<file path="config.mk">
export PLATFORM = sky130hd
export DESIGN_NAME = padmux_ctrl
export DESIGN_NICKNAME = d
export VERILOG_FILES = /design/src/rtl/padmux_pkg.sv /design/src/rtl/padmux_regs.sv /design/src/rtl/padmux_pad_steer.sv /design/src/rtl/padmux_in_select.sv /design/src/rtl/padmux_ctrl.sv
export SDC_FILE = /design/constraint.sdc
export NUM_CORES = 1
export LEC_CHECK = 0
export BUFFER_PORTS_ARGS = -buffer_cell sky130_fd_sc_hd__buf_2
export CORE_UTILIZATION = 40
export CTS_BUF_LIST = sky130_fd_sc_hd__clkbuf_4
export DETAILED_ROUTE_END_ITERATION = 7
export MAX_ROUTING_LAYER = met4
export PLACE_DENSITY = 0.84
export REMOVE_ABC_BUFFERS = 1
export SKIP_LAST_GASP = 1
export SYNTH_ARGS = -nofsm -noshare
export SYNTH_HDL_FRONTEND = slang
export SYNTH_SLANG_ARGS = --single-unit
</file>
<file path="constraint.sdc">
create_clock -name clk -period 2.1 [get_ports clk]
set_input_delay 0.42 -clock clk [delete_from_list [all_inputs] [get_ports clk]]
set_output_delay 0.42 -clock clk [all_outputs]
set_load 0.05 [all_outputs]
</file>
<file path="src/rtl/padmux_pkg.sv">
package padmux_pkg;

  localparam logic [1:0] RESP_OKAY   = 2'b00;
  localparam logic [1:0] RESP_SLVERR = 2'b10;

  // number of functions offered by muxed pad 'pad'
  function automatic int unsigned pad_func_count(int unsigned pad, int unsigned max_func);
    return 2 + (pad % (max_func - 1));
  endfunction

  // stored select width for a pad with 'nfunc' functions
  function automatic int unsigned pad_sel_width(int unsigned nfunc);
    return (nfunc <= 2) ? 1 : $clog2(nfunc);
  endfunction

  // peripheral signal reached by function 'func' of pad 'pad'
  function automatic int unsigned pad_func_signal(int unsigned pad, int unsigned func,
                                                  int unsigned n_sig);
    return (pad + 3 * func) % n_sig;
  endfunction

endpackage

</file>
<file path="src/rtl/padmux_regs.sv">
module padmux_regs
  import padmux_pkg::*;
#(
  parameter int N_MUX      = 4,
  parameter int MAX_FUNC   = 4,
  parameter int SEL_W      = 2,
  parameter int ADDR_W     = 8,
  parameter int REG_STRIDE = 4
) (
  input  logic                        clk,
  input  logic                        rst,
  input  logic [ADDR_W-1:0]           s_awaddr,
  input  logic                        s_awvalid,
  output logic                        s_awready,
  input  logic [31:0]                 s_wdata,
  input  logic [3:0]                  s_wstrb,
  input  logic                        s_wvalid,
  output logic                        s_wready,
  output logic [1:0]                  s_bresp,
  output logic                        s_bvalid,
  input  logic                        s_bready,
  input  logic [ADDR_W-1:0]           s_araddr,
  input  logic                        s_arvalid,
  output logic                        s_arready,
  output logic [31:0]                 s_rdata,
  output logic [1:0]                  s_rresp,
  output logic                        s_rvalid,
  input  logic                        s_rready,
  output logic [N_MUX-1:0][SEL_W-1:0] sel
);

  logic              wr_go, rd_go, wr_map, rd_map, wr_lane_en;
  logic [ADDR_W-1:0] wr_idx, rd_idx;
  logic [1:0]        wr_lane, rd_lane;
  logic [7:0]        wr_byte;
  logic [SEL_W-1:0]  rd_val;

  assign wr_go     = s_awvalid && s_wvalid && !s_bvalid;
  assign s_awready = wr_go;
  assign s_wready  = wr_go;
  assign rd_go     = s_arvalid && !s_rvalid;
  assign s_arready = rd_go;

  assign wr_idx     = s_awaddr / ADDR_W'(REG_STRIDE);
  assign rd_idx     = s_araddr / ADDR_W'(REG_STRIDE);
  assign wr_map     = ((s_awaddr % ADDR_W'(REG_STRIDE)) == '0) && (wr_idx < ADDR_W'(N_MUX));
  assign rd_map     = ((s_araddr % ADDR_W'(REG_STRIDE)) == '0) && (rd_idx < ADDR_W'(N_MUX));
  assign wr_lane    = s_awaddr[1:0];
  assign rd_lane    = s_araddr[1:0];
  assign wr_byte    = s_wdata[8*wr_lane +: 8];
  assign wr_lane_en = s_wstrb[wr_lane];

  for (genvar p = 0; p < N_MUX; p++) begin : g_reg
    localparam int PW = pad_sel_width(pad_func_count(p, MAX_FUNC));
    logic [SEL_W-1:0] sel_q;
    always_ff @(posedge clk) begin
      if (rst) sel_q <= '0;
      else if (wr_go && wr_map && wr_lane_en && (wr_idx == ADDR_W'(p)))
        sel_q <= SEL_W'(wr_byte[PW-1:0]);
    end
    assign sel[p] = sel_q;
  end

  always_comb begin
    rd_val = '0;
    for (int p = 0; p < N_MUX; p++)
      if (rd_idx == ADDR_W'(p)) rd_val = sel[p];
  end

  always_ff @(posedge clk) begin
    if (rst) begin
      s_bvalid <= 1'b0;
      s_bresp  <= RESP_OKAY;
    end else if (wr_go) begin
      s_bvalid <= 1'b1;
      s_bresp  <= wr_map ? RESP_OKAY : RESP_SLVERR;
    end else if (s_bready) begin
      s_bvalid <= 1'b0;
    end
  end

  always_ff @(posedge clk) begin
    if (rst) begin
      s_rvalid <= 1'b0;
      s_rresp  <= RESP_OKAY;
      s_rdata  <= '0;
    end else if (rd_go) begin
      s_rvalid <= 1'b1;
      s_rresp  <= rd_map ? RESP_OKAY : RESP_SLVERR;
      s_rdata  <= rd_map ? (32'(rd_val) << (8 * rd_lane)) : 32'd0;
    end else if (s_rready) begin
      s_rvalid <= 1'b0;
    end
  end

  AST_WR_GETS_RESP: assert property (@(posedge clk) disable iff (rst)
    (s_awvalid && s_awready) |=> s_bvalid);
  AST_RESP_HELD: assert property (@(posedge clk) disable iff (rst)
    (s_bvalid && !s_bready) |=> (s_bvalid && $stable(s_bresp)));
  AST_ERR_READ_ZERO: assert property (@(posedge clk) disable iff (rst)
    (s_rvalid && s_rresp == RESP_SLVERR) |-> (s_rdata == 32'd0));
  AST_UNMAPPED_NO_WRITE: assert property (@(posedge clk) disable iff (rst)
    (wr_go && !wr_map) |=> $stable(sel));

endmodule

</file>
<file path="src/rtl/padmux_pad_steer.sv">
module padmux_pad_steer
  import padmux_pkg::*;
#(
  parameter int PAD       = 0,
  parameter int MAX_FUNC  = 4,
  parameter int SEL_W     = 2,
  parameter int N_MUX_SIG = 8
) (
  input  logic                 clk,
  input  logic                 rst,
  input  logic [SEL_W-1:0]     sel,
  input  logic [N_MUX_SIG-1:0] periph_out,
  input  logic [N_MUX_SIG-1:0] periph_oe,
  output logic                 pad_out,
  output logic                 pad_oe
);

  localparam int FC = pad_func_count(PAD, MAX_FUNC);

  logic nxt_out, nxt_oe;

  always_comb begin
    nxt_out = 1'b0;
    nxt_oe  = 1'b0;
    for (int f = 0; f < FC; f++) begin
      if (sel == SEL_W'(f)) begin
        nxt_out = periph_out[pad_func_signal(PAD, f, N_MUX_SIG)];
        nxt_oe  = periph_oe[pad_func_signal(PAD, f, N_MUX_SIG)];
      end
    end
  end

  always_ff @(posedge clk) begin
    if (rst) begin
      pad_out <= 1'b0;
      pad_oe  <= 1'b0;
    end else begin
      pad_out <= nxt_out;
      pad_oe  <= nxt_oe;
    end
  end

  AST_BAD_SEL_OFF: assert property (@(posedge clk) disable iff (rst)
    (int'(sel) >= FC) |=> (!pad_oe && !pad_out));

endmodule

</file>
<file path="src/rtl/padmux_in_select.sv">
module padmux_in_select
  import padmux_pkg::*;
#(
  parameter int N_MUX     = 4,
  parameter int N_MUX_SIG = 8,
  parameter int MAX_FUNC  = 4,
  parameter int SEL_W     = 2,
  parameter logic [N_MUX_SIG-1:0] IN_DEFAULT = '0
) (
  input  logic                        clk,
  input  logic                        rst,
  input  logic [N_MUX-1:0][SEL_W-1:0] sel,
  input  logic [N_MUX-1:0]            pad_in,
  output logic [N_MUX_SIG-1:0]        periph_in
);

  localparam int SIGW = (N_MUX_SIG > 1) ? $clog2(N_MUX_SIG) : 1;

  logic [N_MUX_SIG-1:0] nxt_in;
  logic [SIGW-1:0]      first_sig;

  // walk pads from last to first so the lowest index is applied last
  always_comb begin
    nxt_in = IN_DEFAULT;
    for (int s = 0; s < N_MUX_SIG; s++) begin
      for (int p = N_MUX - 1; p >= 0; p--) begin
        for (int f = 0; f < int'(pad_func_count(p, MAX_FUNC)); f++) begin
          if (sel[p] == SEL_W'(f) && pad_func_signal(p, f, N_MUX_SIG) == s)
            nxt_in[s] = pad_in[p];
        end
      end
    end
  end

  always_ff @(posedge clk) begin
    if (rst) periph_in <= IN_DEFAULT;
    else     periph_in <= nxt_in;
  end

  always_comb first_sig = SIGW'(pad_func_signal(0, int'(sel[0]), N_MUX_SIG));

  AST_FIRST_PAD_WINS: assert property (@(posedge clk) disable iff (rst)
    (int'(sel[0]) < int'(pad_func_count(0, MAX_FUNC)))
      |=> (periph_in[$past(first_sig)] == $past(pad_in[0])));

endmodule

</file>
<file path="src/rtl/padmux_ctrl.sv">
module padmux_ctrl
  import padmux_pkg::*;
#(
  parameter int N_MUX_PADS = 4,
  parameter int N_DED_PADS = 2,
  parameter int N_MUX_SIG  = 8,
  parameter int MAX_FUNC   = 4,
  parameter int ADDR_W     = 8,
  parameter int REG_STRIDE = 4,
  parameter logic [N_MUX_SIG+N_DED_PADS-1:0] IN_DEFAULT = 10'b00_0000_1001
) (
  input  logic                             clk,
  input  logic                             rst,
  input  logic [ADDR_W-1:0]                s_awaddr,
  input  logic                             s_awvalid,
  output logic                             s_awready,
  input  logic [31:0]                      s_wdata,
  input  logic [3:0]                       s_wstrb,
  input  logic                             s_wvalid,
  output logic                             s_wready,
  output logic [1:0]                       s_bresp,
  output logic                             s_bvalid,
  input  logic                             s_bready,
  input  logic [ADDR_W-1:0]                s_araddr,
  input  logic                             s_arvalid,
  output logic                             s_arready,
  output logic [31:0]                      s_rdata,
  output logic [1:0]                       s_rresp,
  output logic                             s_rvalid,
  input  logic                             s_rready,
  input  logic [N_MUX_SIG+N_DED_PADS-1:0]  periph_out,
  input  logic [N_MUX_SIG+N_DED_PADS-1:0]  periph_oe,
  output logic [N_MUX_SIG+N_DED_PADS-1:0]  periph_in,
  output logic [N_MUX_PADS+N_DED_PADS-1:0] pad_out,
  output logic [N_MUX_PADS+N_DED_PADS-1:0] pad_oe,
  input  logic [N_MUX_PADS+N_DED_PADS-1:0] pad_in
);

  localparam int N_PADS = N_MUX_PADS + N_DED_PADS;
  localparam int N_SIG  = N_MUX_SIG + N_DED_PADS;
  localparam int SEL_W  = (MAX_FUNC > 2) ? $clog2(MAX_FUNC) : 1;

  logic [N_MUX_PADS-1:0][SEL_W-1:0] sel;

  padmux_regs #(
    .N_MUX(N_MUX_PADS), .MAX_FUNC(MAX_FUNC), .SEL_W(SEL_W),
    .ADDR_W(ADDR_W), .REG_STRIDE(REG_STRIDE)
  ) i_regs (
    .clk, .rst,
    .s_awaddr, .s_awvalid, .s_awready, .s_wdata, .s_wstrb, .s_wvalid, .s_wready,
    .s_bresp, .s_bvalid, .s_bready,
    .s_araddr, .s_arvalid, .s_arready, .s_rdata, .s_rresp, .s_rvalid, .s_rready,
    .sel
  );

  for (genvar p = 0; p < N_MUX_PADS; p++) begin : g_mux_pad
    padmux_pad_steer #(
      .PAD(p), .MAX_FUNC(MAX_FUNC), .SEL_W(SEL_W), .N_MUX_SIG(N_MUX_SIG)
    ) i_steer (
      .clk, .rst,
      .sel       (sel[p]),
      .periph_out(periph_out[N_MUX_SIG-1:0]),
      .periph_oe (periph_oe[N_MUX_SIG-1:0]),
      .pad_out   (pad_out[p]),
      .pad_oe    (pad_oe[p])
    );
  end

  padmux_in_select #(
    .N_MUX(N_MUX_PADS), .N_MUX_SIG(N_MUX_SIG), .MAX_FUNC(MAX_FUNC), .SEL_W(SEL_W),
    .IN_DEFAULT(IN_DEFAULT[N_MUX_SIG-1:0])
  ) i_in_sel (
    .clk, .rst, .sel,
    .pad_in   (pad_in[N_MUX_PADS-1:0]),
    .periph_in(periph_in[N_MUX_SIG-1:0])
  );

  for (genvar d = 0; d < N_DED_PADS; d++) begin : g_ded_pad
    always_ff @(posedge clk) begin
      if (rst) begin
        pad_out[N_MUX_PADS+d]  <= 1'b0;
        pad_oe[N_MUX_PADS+d]   <= 1'b0;
        periph_in[N_MUX_SIG+d] <= IN_DEFAULT[N_MUX_SIG+d];
      end else begin
        pad_out[N_MUX_PADS+d]  <= periph_out[N_MUX_SIG+d];
        pad_oe[N_MUX_PADS+d]   <= periph_oe[N_MUX_SIG+d];
        periph_in[N_MUX_SIG+d] <= pad_in[N_MUX_PADS+d];
      end
    end

    AST_DED_PASS: assert property (@(posedge clk) disable iff (rst)
      1'b1 |=> (pad_oe[N_MUX_PADS+d] == $past(periph_oe[N_MUX_SIG+d]) &&
                periph_in[N_MUX_SIG+d] == $past(pad_in[N_MUX_PADS+d])));
  end

  initial begin
    if (N_PADS < 1 || N_SIG < 1 || MAX_FUNC < 2 || REG_STRIDE < 1)
      $error("padmux_ctrl: illegal parameter set");
  end

endmodule

</file>
== Word-level counts from Yosys, hierarchy flattened ==
Cells that the tools add are included.
Widths: inputs -> output; s select.

* Logic and storage cells: 121
* Register bits after elaboration: 66
* Output and inout port bits: 63
* Input port bits: 85

* Muxes and demuxes: 40
* Eq/ne operators: 11
* Shifts and indexed selects: 2
* Bitwise operators: 6
* Reductions and logical operators: 29
* $lt $le $gt $ge: 3

{| class="wikitable"
|+ Operators by type and width
! cell !! count
|-
| $mux 1 || 33
|-
| $logic_not 8->1 || 4
|-
| $mux 32 || 1
|-
| $shiftx 32x6->2 || 1
|-
| $shl 2x5->32 || 1
|-
| $eq 6x2->1 const B || 4
|-
| $eq 6x1->1 const B || 2
|-
| $lt 6x3->1 const B || 2
|-
| $reduce_or 2->1 || 6
|-
| $logic_and 1x1->1 || 11
|-
| $mux 2 || 5
|-
| $logic_not 2->1 || 4
|-
| $eq 2x2->1 const B || 3
|-
| $not 1->1 || 6
|-
| $eq 2x1->1 const B || 2
|-
| $reduce_bool 2->1 || 2
|-
| $lt 2x3->1 const B || 1
|-
| $bmux 1 s2 || 1
|-
| $logic_not 1->1 || 2
|}

== Longest topological paths before layout ==
Gate-level depths: netlist (run 1).

* Depth after elaboration: 7
* Depth in mapped cells: 5
* Depth with buffers taken out: 4

== Modules after synthesis ==
From an unflattened synthesis (run 1), not the netlist that was laid out.

* Cell total of the unflattened synthesis: 173
* Area total of the unflattened synthesis: 1825.5 sq um

{| class="wikitable"
|+ By module, submodules not included
! module !! area an instance (sq um) !! seq. area each (sq um) !! times used !! cells an instance
|-
| padmux_regs || 1058.5 || 360.3 || 1 || 107
|-
| padmux_in_select || 276.5 || 160.2 || 1 || 26
|-
| padmux_ctrl || 157.7 || 120.1 || 1 || 12
|-
| padmux_pad_steer (g_mux_pad[0].i_steer ...) || 70.1 || 40.0 || 2 || 6
|-
| padmux_pad_steer (g_mux_pad[2].i_steer) || 97.6 || 40.0 || 1 || 6
|-
| padmux_pad_steer (g_mux_pad[1].i_steer) || 95.1 || 40.0 || 1 || 10
|}

== Least setup slack after synthesis (run 1) ==
Ideal clock, no wire load.

* Kind: reg2out
* Start point: register i_regs.s_bvalid
* End point: output port s_wready
* Arrival time: 1.441 ns
* Required time: 1.680 ns
* Setup slack: 0.239 ns
* Stages on the path, launching flop included: 4
* Cells stage by stage: dfxtp_1 > nand3b_4 > inv_1 > buf_4

* Word-level cells in the longest chain between the ends: 2

{| class="wikitable"
|+ RTL lines
! what !! RTL line !! RTL
|-
| start, declared || padmux_regs.sv:20 || <nowiki>output logic s_bvalid,</nowiki>
|-
| start signal, assigned || padmux_regs.sv:72 || <nowiki>s_bvalid <= 1'b0;</nowiki>
|-
| start signal, assigned || padmux_regs.sv:75 || <nowiki>s_bvalid <= 1'b1;</nowiki>
|-
| start signal, assigned || padmux_regs.sv:78 || <nowiki>s_bvalid <= 1'b0;</nowiki>
|-
| $logic_not 1->1 || padmux_regs.sv:38 || <nowiki>assign wr_go = s_awvalid && s_wvalid && !s_bvalid;</nowiki>
|-
| $logic_and 1x1->1 || padmux_regs.sv:38 ||
|-
| end, declared || padmux_ctrl.sv:20 || <nowiki>output logic s_wready,</nowiki>
|}

No other way between the ends.

== Worst setup path in the final report (run 1) ==
* Start point: register i_regs.s_rvalid
* End point: output port s_arready

* Word-level cells in the longest chain between the ends: 2

{| class="wikitable"
|+ RTL lines
! what !! RTL line !! RTL
|-
| start, declared || padmux_regs.sv:27 || <nowiki>output logic s_rvalid,</nowiki>
|-
| start signal, assigned || padmux_regs.sv:84 || <nowiki>s_rvalid <= 1'b0;</nowiki>
|-
| start signal, assigned || padmux_regs.sv:88 || <nowiki>s_rvalid <= 1'b1;</nowiki>
|-
| start signal, assigned || padmux_regs.sv:92 || <nowiki>s_rvalid <= 1'b0;</nowiki>
|-
| $logic_not 1->1 || padmux_regs.sv:41 || <nowiki>assign rd_go = s_arvalid && !s_rvalid;</nowiki>
|-
| $logic_and 1x1->1 || padmux_regs.sv:41 ||
|-
| end, declared || padmux_ctrl.sv:26 || <nowiki>output logic s_arready,</nowiki>
|}

No other way between the ends.

==> flow_summary.toml, run 1 <==
[status]
status = "completed"

[sta]
period_share_pct = 83.31
setup_viol = 0
maxSlewViolCount = 0
rsz0062_at_grt = "no"
fmax_ghz = 0.5716
fin_skew_ps = 4.645
hold_viol_final = 0
finalSetupTns_ps = 0
period_minus_slack_ps = 1750

[final_layout]
layout_common_cells = "buf_2 (94), dfxtp_1 (40), conb_1 (26), nor2_1 (18), mux2i_1 (12)"
area_delta_synth_final_pct = 20.82
layout.nets = 350
fill_cells = 422
post-route-util_pct = 50.99
drive_above_1_share_pct = 42.86
final_common_cell = "buf_2"
final_area_um2 = 2251
n_antenna_cell = 0

[floorplan]
pin_count = 148
die_area_um2 = 4934
core-area_um2 = 4414
die_w_um = 70.25
die_height_um = 70.25
num_rows = 24
start_util_pct = 42.21

[yosys]
ys_async_sr_fraction_pct = 0
synth.distinct_cells = 35
ys_ff_latch = 40
syn-instance-count = 181
ys_warn_count = 0
syn_avg_cell_area_um2 = 10.29
synth_edf_count = 0
ys_seq_area_share_pct = 42.98
netlist_area_um2 = 1863
synth-main-ff-cell = "dfxtp_1"

[grt]
antenna_found_initial = 0
grt-ovfl-total = 0
grt_max_degree = 25
grt_usage_pct = 15.08
first_global_vias = 1323
grt_pass1_wl_um = 5685

[critical_path]
crit_path_start = "i_regs.s_rvalid$_SDFFE_PP0P_"
reg2regPathDepth = 2
worstSetupStartpointType = "register"
critPathCaptureType = "primary output"
reg2reg_to = "g_mux_pad[2].i_steer.pad_oe$_SDFF_PP0_"
rrSetupSlack_ps = 760
critPathKind = "register to primary output"
worst-path-max-fanout = 6
crit_end = "s_arready"
crit_required_ps = 1680
timing.rr.start = "i_regs.g_reg[2].sel_q[0]$_SDFFE_PP0P_"
worstPathArrival_ps = 1330

[route]
first_pass_iters = 4
drt-total-wl_um = 3489
first_iter_violations = 60
vias_per_cell = 4.550
vias = 1447
antenna_left = 0
wire_per_inst_um = 10.97
drcViolationCount = 0

[cts]
root_buffer = "clkbuf_4"
cts_setup_buffers = 0
numCtsBuffers = 5
cts_tree = "done"
clk_path_buf_depth = 2
insertion_delay_ps = 330
cts_resized = 0
cts.sinks = 40
clk_pin_slew_ps = 110
h-tree-depth = 2
hold_buffers = 0

[power_and_ir_drop]
power.density_nw_per_um2 = 677.1
peakVddDrop_uv = 215.8
p_leak_nw = 1.087
p_total_mw = 1.524

[placed_design]
dpl.hpwl_um = 2721
dpl_cell_area_um2 = 2195
place_congestion = 0.7544
port_buffers = 94

[flow_run]
drv_cap = 0

[hold_path]
min-delay-path-class = "primary input to register"
## flip-flops by register name, indices dropped and copies added (netlist names)
register / count
i_regs.s_rvalid: 1
g_mux_pad.i_steer.pad_out: 4
i_regs.s_bvalid: 1
pad_oe: 2
i_regs.g.sel_q: 6
g_mux_pad.i_steer.pad_oe: 4
i_regs.s_rdata: 8
periph_in: 2
i_regs.s_rresp: 1
i_regs.s_bresp: 1
pad_out: 2
i_in_sel.periph_in: 8
## kinds of logic (layout without fill, tap and decap cells)
group                  Yosys count  after routing  synth area share, %
muxes                           17             17                12.69
DFF                             40             40                42.98
buffers and inverters           45            105                16.79
and+or+nand+nor                 66             66                23.64
other                            1             26               0.2013
AOI/OAI and AO/OA               12             12                3.694
## per-stage QoR
stage	cells	hold slack, ps	setup slack, ps
floorplan	163	489.1	280.7
global placement	310	437.3	267.8
detailed placement	310	441.4	259.9
CTS	318	264.6	327.3
global route	318	260.8	226.4
finish	318	285.3	350.4
## how the worst min path moves through the flow
stage | start | endpoint | slack, ps | cells after the start
2_1_floorplan | rst | i_regs.s_bvalid$_SDFFE_PP0P_ | 490 | 1
3_3_place_gp | i_regs.s_rdata[9]$_SDFFE_PP0P_ | i_regs.s_rdata[9]$_SDFFE_PP0P_ | 440 | 1
3_5_place_dp | i_regs.s_rdata[17]$_SDFFE_PP0P_ | i_regs.s_rdata[17]$_SDFFE_PP0P_ | 440 | 1
4_1_cts | periph_oe[8] | pad_oe[4]$_SDFF_PP0_ | 260 | 2
5_1_grt | periph_out[9] | pad_out[5]$_SDFF_PP0_ | 260 | 2
6_report | periph_oe[8] | pad_oe[4]$_SDFF_PP0_ | 290 | 2
## synth_stat cells, types with 2 or more instances
cell type	number	area, um2
buf_2	3	15.01
nor4bb_1	4	40.04
inv_1	2	7.510
and2_1	6	37.54
clkbuf_1	2	7.510
nor2b_1	9	56.30
o21ai_0	2	10.01
buf_4	35	262.8
mux4_2	4	90.09
nand3b_1	3	22.52
nand2_1	4	15.01
nor3_1	3	15.01
nand2b_1	3	18.77
nor2_1	18	67.56
nor4_4	2	42.54
a21oi_1	7	35.03
nor4b_1	2	17.52
mux2i_1	12	120.1
nand3_1	4	20.02
dfxtp_1	40	800.8
nor4_2	2	25.02
## where the power goes
group	total (mW)	switching, mW	internal [mW]
clock	0.377	0.237	0.141
combinational	0.358	0.268	0.0897
sequential	0.789	0.00674	0.782
total	1.52	0.512	1.01
## area by class of cell
cell class,count,area (um2),share of cell area [%]
clock buffer,6,45.04,2.001
clock inverter,2,11.26,0.5003
inverter,2,7.507,0.3335
multi-input combinational,121,843.3,37.47
sequential,40,800.8,35.58
tap,52,65.06,2.890
timing repair buffer,95,478.0,21.23
## critical path, stage by stage (launching register included)
cell      delay, ps
dfxtp_1         350
nand2b_1        190
inv_1           160
buf_2           290
## routing by layer
layer	global-route usage, %	up-vias	part of all wire, %
met4	6.667	0	1.7
met2	26.03	79	49
met1	15.61	639	41
met3	4.762	7	7.9
met5	-	-	0
li1	-	722	-
Note: power is estimated with default switching activity, not from simulation.
==> run 2, diff against run 1 <==
clock period = 1.78 ns   (was 2.1 ns; I/O delays follow)
==> run 2 against run 1 <==
  * Worst setup slack got worse by 220 ps
  * Total power increased by 19%
  * Utilization up 0.40 points
  * Sequential share of layout area shrank 0.27 points
  * Hold slack worse by 73 ps
  * Non-clock buffer count increased by 2
  * Register-to-register slack worse by 300 ps
  * Wire length grew 3.4%
==> flow_summary.toml, run 2 (same netlist as run 1, synthesis figures left out) <==
[grt]
antenna_found_initial = 0
grt-ovfl-total = 0
grt_usage_pct = 14.76
grt_pass1_wl_um = 5451
grt_max_degree = 21
first_global_vias = 1247

[final_layout]
drive_above_1_share_pct = 43.28
area_delta_synth_final_pct = 21.76
fill_cells = 433
final_area_um2 = 2268
layout.nets = 352
final_common_cell = "buf_2"
n_antenna_cell = 0
top_regs = "i_in_sel.periph_in (8), i_regs.s_rdata (8), i_regs.g.sel_q (6)"
post-route-util_pct = 51.39
layout_common_cells = "buf_2 (93), dfxtp_1 (40), conb_1 (26), nor2_1 (18), mux2i_1 (12)"

[cts]
root_buffer = "clkbuf_4"
h-tree-depth = 2
clk_pin_slew_ps = 120
clk_path_buf_depth = 2
cts_tree = "done"
insertion_delay_ps = 350
numCtsBuffers = 5
cts.sinks = 40

[critical_path]
critPathKind = "register to primary output"
crit_chain = "nand3b_4 -> inv_1 -> buf_2"
crit_cells = 3
cp_top_family = "buffers and inverters"
crit_required_ps = 1420
reg2regPathDepth = 2
critPathCaptureType = "primary output"
worstSetupStartpointType = "register"
path_buf_inv = 2
cp_slowest_cell = "dfxtp_1"
max_stage_delay_ps = 340
worstPathArrival_ps = 1300
worst-path-max-fanout = 7

[sta]
period_share_pct = 92.82
hold_viol_final = 0
maxSlewViolCount = 0
fmax_ghz = 0.6052
setup_viol = 0
finalSetupTns_ps = 0
fin_skew_ps = 9.649
worst_slack_ps = 127.8
period_minus_slack_ps = 1652
holdWs_ps = 212.4
rsz0062_at_grt = "no"

[route]
first_pass_iters = 4
vias = 1475
drt-met1-wl_um = 1418
met2WireLength_um = 1847
wl_met3_um = 272
highest-signal-layer = "met4"
drcViolationCount = 0
drt-total-wl_um = 3606
vias_per_cell = 4.609
first_iter_violations = 13
antenna_left = 0
wire_per_inst_um = 11.27

[status]
status = "completed"

[placed_design]
dpl_cell_area_um2 = 2210
pre_cts_ws_ps = 16.63
port_buffers = 94
dpl.hpwl_um = 2760
place_congestion = 0.7548

[floorplan]
die_height_um = 70.25
core-area_um2 = 4414
die_area_um2 = 4934
num_rows = 24
start_util_pct = 42.21
pin_count = 148
die_w_um = 70.25

[flow_run]
drv_cap = 0

[power_and_ir_drop]
p_leak_nw = 1.092
power.density_nw_per_um2 = 797.4
peakVddDrop_uv = 237.5

[hold_path]
whs_path_depth = 2
min-delay-path-class = "primary input to register"
run 2: changes by cell type in the layout (fill, tap and decap cells not counted):
cell / before / now
buf_4: 1 / 4
buf_2: 94 / 93
clkbuf_4: 6 / 5
clkinvlp_4: 1 / 2
run 2: final timing paths:
kind | start | slack, ps | endpoint
setup / recovery | i_regs.s_bvalid$_SDFFE_PP0P_ | 130 | s_wready
hold / removal | periph_oe[8] | 210 | pad_oe[4]$_SDFF_PP0_
setup reg to reg | i_regs.g_reg[2].sel_q[0]$_SDFFE_PP0P_ | 460 | g_mux_pad[2].i_steer.pad_oe$_SDFF_PP0_
hold reg to reg | i_regs.s_rdata[1]$_SDFFE_PP0P_ | 460 | i_regs.s_rdata[1]$_SDFFE_PP0P_
run 2: layer usage:
layer / vias up / GRT usage, %
li1: 727 / -
met1: 661 / 14.78
met2: 81 / 26.24
met3: 6 / 4.329
met4: 0 / 6.667
met5: - / -
run 2: final cells by class:
class                           instances  area, um2  area share [%]
Clock buffer                            5      37.54           1.655
Clock inverter                          3      18.77          0.8274
Inverter                                2      7.507          0.3309
Multi-Input combinational cell        121      843.3           37.18
Sequential cell                        40      800.8           35.30
Tap cell                               52      65.06           2.868
Timing Repair Buffer                   97      495.5           21.84
run 2: repair_timing:
action	in CTS	in global routing
resized for setup	0	2
setup buffers	0	0
endpoints found under the hold margin	0	0
setup endpoints to repair	0	1
hold buffers	0	0
run 2: worst reg2reg max path: cells and delay by family (launching register included):
kind             cells  cell delay (ps)
multiplexers         1              540
AND/OR/NAND/NOR      1              130
flip-flops           1              540
run 2: stage by stage:
stage                     power (mW)  std cells
after global placement         1.371        312
after CTS                      1.825        320
final                          1.809        320
after floorplan                1.253        163
after detailed placement       1.379        312
after global routing           1.882        320
run 2: report_power, final:
group | internal (mW) | switching (mW)
sequential | 0.923 | 0.00770
clock | 0.149 | 0.301
combinational | 0.110 | 0.319
total | 1.18 | 0.628
